## src/rtl/rx_pa_pkg.sv

```systemverilog
package rx_pa_pkg;

    typedef enum logic [2:0] {
        ST_IDLE,
        ST_EVAL,
        ST_LEFT,
        ST_RIGHT_A,
        ST_RIGHT_B,
        ST_FINISH
    } pa_state_e;

endpackage

```

## src/rtl/rx_pa_reduce.sv

```systemverilog
module rx_pa_reduce #(
    parameter int N        = 8,
    parameter int W        = 5,
    parameter bit FIND_MAX = 1'b1
) (
    input  logic [N*W-1:0] vals,
    output logic [W-1:0]   best
);

    logic [W-1:0] acc [N];

    assign acc[0] = vals[W-1:0];

    for (genvar g = 1; g < N; g++) begin : g_chain
        logic [W-1:0] cur;
        assign cur = vals[g*W +: W];
        if (FIND_MAX) begin : g_max
            assign acc[g] = (cur > acc[g-1]) ? cur : acc[g-1];
        end else begin : g_min
            assign acc[g] = (cur < acc[g-1]) ? cur : acc[g-1];
        end
    end

    assign best = acc[N-1];

endmodule

```

## src/rtl/rx_pa_deskew_rf.sv

```systemverilog
module rx_pa_deskew_rf #(
    parameter int N      = 8,
    parameter int DSK_W  = 5,
    parameter int WIDE_W = 6,
    parameter int IDX_W  = 3,
    parameter int WIDE_A = 4,
    parameter int WIDE_B = 5
) (
    input  logic              clk,
    input  logic              rst_n,
    input  logic              cfg_we,
    input  logic [IDX_W-1:0]  cfg_idx,
    input  logic [DSK_W-1:0]  cfg_wdata,
    output logic [WIDE_W-1:0] cfg_rdata,
    input  logic              int_we,
    input  logic [IDX_W-1:0]  int_idx,
    input  logic [WIDE_W-1:0] int_wdata,
    output logic [WIDE_W-1:0] int_rdata
);

    localparam int PAD_W = WIDE_W - DSK_W;

    logic [WIDE_W-1:0] ent [N];

    for (genvar g = 0; g < N; g++) begin : g_ent
        logic hit_int;
        logic hit_cfg;
        assign hit_int = int_we && (int_idx == IDX_W'(g));
        assign hit_cfg = cfg_we && (cfg_idx == IDX_W'(g));

        if (g == WIDE_A || g == WIDE_B) begin : g_wide
            logic [WIDE_W-1:0] val_q;
            always_ff @(posedge clk or negedge rst_n) begin
                if (!rst_n) begin
                    val_q <= '0;
                end else if (hit_int) begin
                    val_q <= int_wdata;
                end else if (hit_cfg) begin
                    val_q <= {{PAD_W{1'b0}}, cfg_wdata};
                end
            end
            assign ent[g] = val_q;
        end else begin : g_narrow
            logic [DSK_W-1:0] val_q;
            always_ff @(posedge clk or negedge rst_n) begin
                if (!rst_n) begin
                    val_q <= '0;
                end else if (hit_int) begin
                    val_q <= int_wdata[DSK_W-1:0];
                end else if (hit_cfg) begin
                    val_q <= cfg_wdata;
                end
            end
            assign ent[g] = {{PAD_W{1'b0}}, val_q};
        end
    end

    assign cfg_rdata = ent[cfg_idx];
    assign int_rdata = ent[int_idx];

endmodule

```

## src/rtl/rx_pa_ctrl.sv

```systemverilog
module rx_pa_ctrl
    import rx_pa_pkg::*;
#(
    parameter int N           = 8,
    parameter int TAP_W       = 5,
    parameter int DSK_W       = 5,
    parameter int WIDE_W      = 6,
    parameter int IDX_W       = 3,
    parameter int WIDE_A      = 4,
    parameter int WIDE_B      = 5,
    parameter int BUMP        = 10,
    parameter int LEFT_LIMIT  = 1,
    parameter int RIGHT_LIMIT = 30
) (
    input  logic              clk,
    input  logic              rst_n,
    input  logic              start,
    input  logic              lock_ok,
    input  logic [TAP_W-1:0]  max_start,
    input  logic [TAP_W-1:0]  min_end,
    input  logic [WIDE_W-1:0] rd_data,
    output pa_state_e         state,
    output logic              cap_en,
    output logic              wr_en,
    output logic [IDX_W-1:0]  wr_idx,
    output logic [WIDE_W-1:0] wr_data,
    output logic              busy,
    output logic              done,
    output logic              fail,
    output logic              left_fix,
    output logic              right_fix,
    output logic [TAP_W:0]    win_size
);

    localparam int CLAMP = (1 << DSK_W) - 1;

    pa_state_e        state_q, state_d;
    logic             used_q;
    logic [IDX_W-1:0] idx_q;
    logic             fail_q, left_q, right_q;
    logic [TAP_W:0]   win_q;
    logic             left_c, right_c, last_idx;
    logic [WIDE_W:0]  sum;

    assign left_c   = ({1'b0, max_start} <= (TAP_W+1)'(LEFT_LIMIT));
    assign right_c  = ({1'b0, min_end} > (TAP_W+1)'(RIGHT_LIMIT));
    assign last_idx = (idx_q == IDX_W'(N - 1));
    assign sum      = {1'b0, rd_data} + (WIDE_W+1)'(BUMP);

    always_comb begin
        state_d = state_q;
        unique case (state_q)
            ST_IDLE: begin
                if (start) begin
                    if (used_q || !lock_ok) state_d = ST_FINISH;
                    else                    state_d = ST_EVAL;
                end
            end
            ST_EVAL: begin
                if (left_c)       state_d = ST_LEFT;
                else if (right_c) state_d = ST_RIGHT_A;
                else              state_d = ST_FINISH;
            end
            ST_LEFT: begin
                if (last_idx) state_d = right_q ? ST_RIGHT_A : ST_FINISH;
            end
            ST_RIGHT_A: state_d = ST_RIGHT_B;
            ST_RIGHT_B: state_d = ST_FINISH;
            ST_FINISH:  state_d = ST_IDLE;
            default:    state_d = ST_IDLE;
        endcase
    end

    always_ff @(posedge clk or negedge rst_n) begin
        if (!rst_n) state_q <= ST_IDLE;
        else        state_q <= state_d;
    end

    always_ff @(posedge clk or negedge rst_n) begin
        if (!rst_n) begin
            used_q  <= 1'b0;
            idx_q   <= '0;
            fail_q  <= 1'b0;
            left_q  <= 1'b0;
            right_q <= 1'b0;
            win_q   <= '0;
        end else begin
            unique case (state_q)
                ST_IDLE: begin
                    if (start) begin
                        used_q  <= 1'b1;
                        fail_q  <= !used_q && !lock_ok;
                        left_q  <= 1'b0;
                        right_q <= 1'b0;
                        win_q   <= '0;
                    end
                end
                ST_EVAL: begin
                    left_q  <= left_c;
                    right_q <= right_c;
                    win_q   <= {1'b0, min_end} - {1'b0, max_start} + (TAP_W+1)'(1);
                    idx_q   <= '0;
                end
                ST_LEFT: idx_q <= idx_q + IDX_W'(1);
                default: ;
            endcase
        end
    end

    always_comb begin
        state     = state_q;
        cap_en    = (state_q == ST_IDLE) && start && !used_q && lock_ok;
        busy      = (state_q != ST_IDLE);
        done      = (state_q == ST_FINISH);
        fail      = done && fail_q;
        left_fix  = done && left_q;
        right_fix = done && right_q;
        win_size  = done ? win_q : '0;
        wr_en     = 1'b0;
        wr_idx    = idx_q;
        wr_data   = '0;
        unique case (state_q)
            ST_LEFT: begin
                wr_en   = 1'b1;
                wr_data = (sum > (WIDE_W+1)'(CLAMP)) ? WIDE_W'(CLAMP) : sum[WIDE_W-1:0];
            end
            ST_RIGHT_A: begin
                wr_en   = 1'b1;
                wr_idx  = IDX_W'(WIDE_A);
                wr_data = sum[WIDE_W-1:0];
            end
            ST_RIGHT_B: begin
                wr_en   = 1'b1;
                wr_idx  = IDX_W'(WIDE_B);
                wr_data = sum[WIDE_W-1:0];
            end
            default: ;
        endcase
    end

endmodule

```

## src/rtl/rx_edge_prealign.sv

```systemverilog
module rx_edge_prealign
    import rx_pa_pkg::*;
#(
    parameter int NBITS       = 8,
    parameter int TAP_W       = 5,
    parameter int DSK_W       = 5,
    parameter int HEAD_W      = 1,
    parameter int WIDE_A      = 4,
    parameter int WIDE_B      = 5,
    parameter int BUMP        = 10,
    parameter int LEFT_LIMIT  = 1,
    parameter int RIGHT_LIMIT = 30
) (
    input  logic                     clk,
    input  logic                     rst_n,
    input  logic                     start,
    input  logic                     lock_up,
    input  logic                     lock_down,
    input  logic [NBITS*TAP_W-1:0]   start_taps,
    input  logic [NBITS*TAP_W-1:0]   end_taps,
    input  logic                     cfg_we,
    input  logic [$clog2(NBITS)-1:0] cfg_idx,
    input  logic [DSK_W-1:0]         cfg_wdata,
    output logic [DSK_W+HEAD_W-1:0]  cfg_rdata,
    output logic                     busy,
    output logic                     done,
    output logic                     fail,
    output logic                     left_fix,
    output logic                     right_fix,
    output logic [TAP_W:0]           win_size
);

    localparam int IDX_W  = $clog2(NBITS);
    localparam int WIDE_W = DSK_W + HEAD_W;

    pa_state_e          st;
    logic               cap_en;
    logic [NBITS*TAP_W-1:0] start_q, end_q;
    logic [TAP_W-1:0]   max_start, min_end;
    logic               int_we;
    logic [IDX_W-1:0]   int_idx;
    logic [WIDE_W-1:0]  int_wdata, int_rdata;

    always_ff @(posedge clk or negedge rst_n) begin
        if (!rst_n) begin
            start_q <= '0;
            end_q   <= '0;
        end else if (cap_en) begin
            start_q <= start_taps;
            end_q   <= end_taps;
        end
    end

    rx_pa_reduce #(.N(NBITS), .W(TAP_W), .FIND_MAX(1'b1)) i_max_start (
        .vals (start_q),
        .best (max_start)
    );

    rx_pa_reduce #(.N(NBITS), .W(TAP_W), .FIND_MAX(1'b0)) i_min_end (
        .vals (end_q),
        .best (min_end)
    );

    rx_pa_ctrl #(
        .N(NBITS), .TAP_W(TAP_W), .DSK_W(DSK_W), .WIDE_W(WIDE_W), .IDX_W(IDX_W),
        .WIDE_A(WIDE_A), .WIDE_B(WIDE_B), .BUMP(BUMP),
        .LEFT_LIMIT(LEFT_LIMIT), .RIGHT_LIMIT(RIGHT_LIMIT)
    ) i_ctrl (
        .clk       (clk),
        .rst_n     (rst_n),
        .start     (start),
        .lock_ok   (lock_up && lock_down),
        .max_start (max_start),
        .min_end   (min_end),
        .rd_data   (int_rdata),
        .state     (st),
        .cap_en    (cap_en),
        .wr_en     (int_we),
        .wr_idx    (int_idx),
        .wr_data   (int_wdata),
        .busy      (busy),
        .done      (done),
        .fail      (fail),
        .left_fix  (left_fix),
        .right_fix (right_fix),
        .win_size  (win_size)
    );

    rx_pa_deskew_rf #(
        .N(NBITS), .DSK_W(DSK_W), .WIDE_W(WIDE_W), .IDX_W(IDX_W),
        .WIDE_A(WIDE_A), .WIDE_B(WIDE_B)
    ) i_rf (
        .clk       (clk),
        .rst_n     (rst_n),
        .cfg_we    (cfg_we && !busy),
        .cfg_idx   (cfg_idx),
        .cfg_wdata (cfg_wdata),
        .cfg_rdata (cfg_rdata),
        .int_we    (int_we),
        .int_idx   (int_idx),
        .int_wdata (int_wdata),
        .int_rdata (int_rdata)
    );

endmodule

```

## config.mk

```make
export PLATFORM = sky130hd
export DESIGN_NAME = rx_edge_prealign
export DESIGN_NICKNAME = d
export VERILOG_FILES = /design/src/rtl/rx_pa_pkg.sv /design/src/rtl/rx_pa_reduce.sv /design/src/rtl/rx_pa_deskew_rf.sv /design/src/rtl/rx_pa_ctrl.sv /design/src/rtl/rx_edge_prealign.sv
export SDC_FILE = /design/constraint.sdc
export NUM_CORES = 1
export LEC_CHECK = 0
export BUFFER_PORTS_ARGS = -buffer_cell sky130_fd_sc_hd__buf_2
export CAP_MARGIN = 20
export CORE_MARGIN = 8
export CORE_UTILIZATION = 40
export CTS_BUF_LIST = sky130_fd_sc_hd__clkbuf_2 sky130_fd_sc_hd__clkbuf_4 sky130_fd_sc_hd__clkbuf_8
export CTS_CLUSTER_DIAMETER = 50
export CTS_CLUSTER_SIZE = 20
export DETAILED_ROUTE_END_ITERATION = 6
export GPL_TIMING_DRIVEN = 0
export SKIP_LAST_GASP = 1
export SLEW_MARGIN = 25
export SYNTH_ARGS = -nofsm -noshare
export SYNTH_HDL_FRONTEND = slang
export SYNTH_HIERARCHICAL = 1
export SYNTH_SLANG_ARGS = --single-unit
```

## constraint.sdc

```tcl
create_clock -name clk -period 11.7 [get_ports clk]
set_clock_uncertainty 0.05 [all_clocks]
set_input_delay 0.585 -clock clk [delete_from_list [all_inputs] [get_ports clk]]
set_output_delay 0.585 -clock clk [all_outputs]
set_load 0.01 [all_outputs]
```

==> impl_metrics.env <==
export IMPL_run_status="finished clean"
export IMPL_timing_worst_slew_pin_value_ns=0.645
export IMPL_final_hold_viol_count=0
export IMPL_global_route_overflow_total=0
export IMPL_fin_crit_sh=0.947
export IMPL_vias_per_cell=5.41
export IMPL_largest_net_degree_at_the_start_of_global_routing=89
export IMPL_numClockSinks=138
export IMPL_worstPathMaxFanout=7
export IMPL_drive_above_1_share=0.356
export IMPL_die_height_um=180
export IMPL_dpl_cell_area_um2=11700
export IMPL_worst_hold_startpoint="end_taps[28]"
export IMPL_layout_cells_most_common_list="138 x sky130_fd_sc_hd__dfrtp_1, 114 x sky130_fd_sc_hd__buf_2, 81 x sky130_fd_sc_hd__mux2_4, 65 x sky130_fd_sc_hd__nor2_1, 62 x sky130_fd_sc_hd__mux2i_1"
export IMPL_layout_filler_cells=2448
export IMPL_fp_row_count=60
export IMPL_slew_violations=0
export IMPL_detailed_place_hpwl_um=19500
export IMPL_mappedNetlistArea_um2=10700
export IMPL_final_common_cell="sky130_fd_sc_hd__dfrtp_1"
export IMPL_async_reset_ff_frac=1.00
export IMPL_required_ns=11.98
export IMPL_placement_setup_worst_slack_ns=-0.875
export IMPL_number_of_instances_in_the_synthesized_netlist=984
export IMPL_detail_route_first_pass_iterations=5
export IMPL_tritoncts="built"
export IMPL_worst_path_max_stage_delay_ns=0.37
export IMPL_worst_setup_path_end_kind="flip-flop"
export IMPL_grt_first_pass_wirelength_um=43100
export IMPL_finalSetupViolCount=0
export IMPL_ys_types=108
export IMPL_nNetsFinal=1299
export IMPL_cts_root_to_sink_buffers=2
export IMPL_critPathMostFrequentCell="sky130_fd_sc_hd__ha_1"
export IMPL_syn_nets=1142
export IMPL_detail_route_wl_per_cell_um=18.0
export IMPL_critical_path_class="flip-flop to flip-flop"
export IMPL_detailroute_via_count=8076
export IMPL_crit_path_start="start_q[2]"
export IMPL_ctsRootBufferMaster="sky130_fd_sc_hd__clkbuf_8"
export IMPL_floorplan_die_width_um=180
export IMPL_ios=111
export IMPL_critical_path_slowest_cell="sky130_fd_sc_hd__dfrtp_1"
export IMPL_clk_pin_slew_worst_paths_ns=0.08
export IMPL_category_of_the_worst_setup_path_launch_point="flip-flop"
export IMPL_final_cell_area_um2=12700
export IMPL_clk_insertion_delay_late_ns=0.45
export IMPL_post_route_min_period_ns=11.08
export IMPL_ys_warnings_count=6
export IMPL_ys_seq_area_frac=0.322
export IMPL_place_congestion=0.841
export IMPL_area_delta_synth_final_pct=18.2
export IMPL_slew_limit_headroom=0.568
export IMPL_postSynth_topFlopCell="sky130_fd_sc_hd__dfrtp_1"
export IMPL_number_of_violations_of_the_max_capacitance_limit=0
export IMPL_regToRegStartpoint="start_q[2]"
export IMPL_worst_hold_path_type="input pin to flip-flop"
export IMPL_core_area_um2=26700
export IMPL_port_buffers=103
export IMPL_synth_enable_flop_cells=0
export IMPL_fp_dieArea_um2=32300
export IMPL_number_of_cts_inserted_buffers=17
export IMPL_fmaxAchievable_mhz=90.2
export IMPL_grt_pass1_vias=8316
export IMPL_drc_errors=0
export IMPL_wl_um=26900
export IMPL_cp_arrival_ns=11.36
export IMPL_post_synth_cell_area_avg_um2=10.9
export IMPL_number_of_levels_the_h_tree_was_split_into=4
export IMPL_synth_seq_cells=138
export IMPL_first_iter_violations=415
export IMPL_start_util=0.402
export IMPL_gr_usage_all_layers=0.163
export IMPL_number_of_antenna_violations_at_the_first_check_in_global_routing=2
export IMPL_drtAntennaViolNets=0
export IMPL_setup_ws_ns=0.615
-- through the flow --
stage / setup TNS (ns) / hold WS [ns] / std cells / utilization
after floorplan: 0 / 0.239 / 984 / -
after global placement: -2.13 / 0.403 / 1428 / 0.437
after detailed placement: -2.97 / 0.409 / 1429 / 0.439
after CTS: 0 / 0.268 / 1469 / 0.460
after global routing: -0.0755 / 0.270 / 1493 / 0.475
final: 0 / 0.311 / 1493 / 0.475
-- Yosys cell counts (all sizes together), types with 3 or more instances --
cell type	count	area, um^2
dfrtp	138	3450
mux2	100	1430
mux2i	69	716
nor2	66	248
ha	63	788
nand2	62	233
o21ai	58	298
inv	56	210
a21oi	50	284
buf	36	349
nand3	22	110
mux4	20	469
and2	19	121
nor2b	15	101
clkbuf	13	50.0
nand2b	12	75.1
and3	11	72.6
o21a	10	90.1
nand4	9	62.6
nor3	9	45.0
a221oi	8	88.8
a21o	7	52.6
o31ai	7	121
a22o	6	52.6
a22oi	6	60.1
a31oi	6	50.0
nand4b	6	52.6
o22ai	6	37.5
a211oi	5	47.5
a21boi	5	41.3
nor4bb	5	50.1
o211ai	5	47.5
or3	5	36.3
a2111oi	4	56.3
a211o	4	35.0
nor3b	4	35.0
xnor2	4	35.0
a221o	3	30.0
a2bb2oi	3	26.3
o221ai	3	50.1
o311ai	3	51.3
or2	3	18.8
-- worst paths after layout --
path	endpoint	slack (ns)	cells past startpoint
min in group asynchronous	i_rf/g_ent[1].g_narrow.val_q[4]	0.58	2
hold reg to reg	i_ctrl/fail_q	0.42	1
hold / removal	end_q[28]	0.31	2
setup / recovery	i_ctrl/win_q[5]	0.62	58
max in group asynchronous	i_ctrl/win_q[2]	10.23	3
setup reg to reg	i_ctrl/win_q[5]	0.62	58
-- layout make-up --
type / count / area [um^2] / area share
Clock inverter: 8 / 120 / 0.00949
Tap cell: 341 / 427 / 0.0337
Multi-Input combinational cell: 741 / 6930 / 0.548
Antenna cell: 1 / 2.50 / 0.000198
Inverter: 56 / 210 / 0.0166
Sequential cell: 138 / 3450 / 0.273
Buffer: 47 / 392 / 0.0309
Timing Repair Buffer: 140 / 838 / 0.0662
Clock buffer: 21 / 283 / 0.0223
-- registers in the layout, summed over array words and instances, names as in the netlist --
register	cells
i_ctrl/used_q	1
i_ctrl/fail_q	1
i_ctrl/win_q	6
i_ctrl/right_q	1
i_rf/g_ent.g_narrow.val_q	30
end_q	40
i_ctrl/idx_q	3
i_rf/g_ent.g_wide.val_q	12
i_ctrl/state	3
i_ctrl/left_q	1
start_q	40
-- what timing repair did --
action / in CTS / in global routing
pin swaps: 8 / 13
endpoints found under the setup margin: 9 / 9
hold buffers: 1 / 0
gates resized for setup: 19 / 39
buffers inserted: 11 / 24
endpoints found under the hold margin: 23 / 0
-- worst max-delay path: cells and delay by family, from the launching register on --
family                     cells  cell delay [ns]
adders and majority gates     10             2.75
muxes                          2             0.71
DFF                            1             0.37
AOI/OAI and AO/OA             24             4.25
and+or+nand+nor               14             1.91
buffers and inverters          7             0.81
xor gates and xnor gates       1             0.13
-- routing by layer --
| metal | vias to the layer above | GRT usage | wire, um |
|---|---|---|---|
| li1 | 3969 | - | - |
| met1 | 3918 | 0.208 | 12500 |
| met2 | 155 | 0.268 | 12900 |
| met3 | 32 | 0.0337 | 911 |
| met4 | 2 | 0.0594 | 538 |
| met5 | - | 0 | 8 |
-- logic make-up after synthesis --
logic type | count (synthesis) | share of synthesized area
compound gates | 224 | 0.168
xor+xnor | 5 | 0.00409
fa+ha+maj | 65 | 0.0764
buf+inv | 105 | 0.0569
flops | 138 | 0.322
mux | 189 | 0.244
simple gates | 258 | 0.129
Power is left out: the tool's default activity adds up to more than one toggle a clock period on the data nets, which glitch-free logic cannot reach.
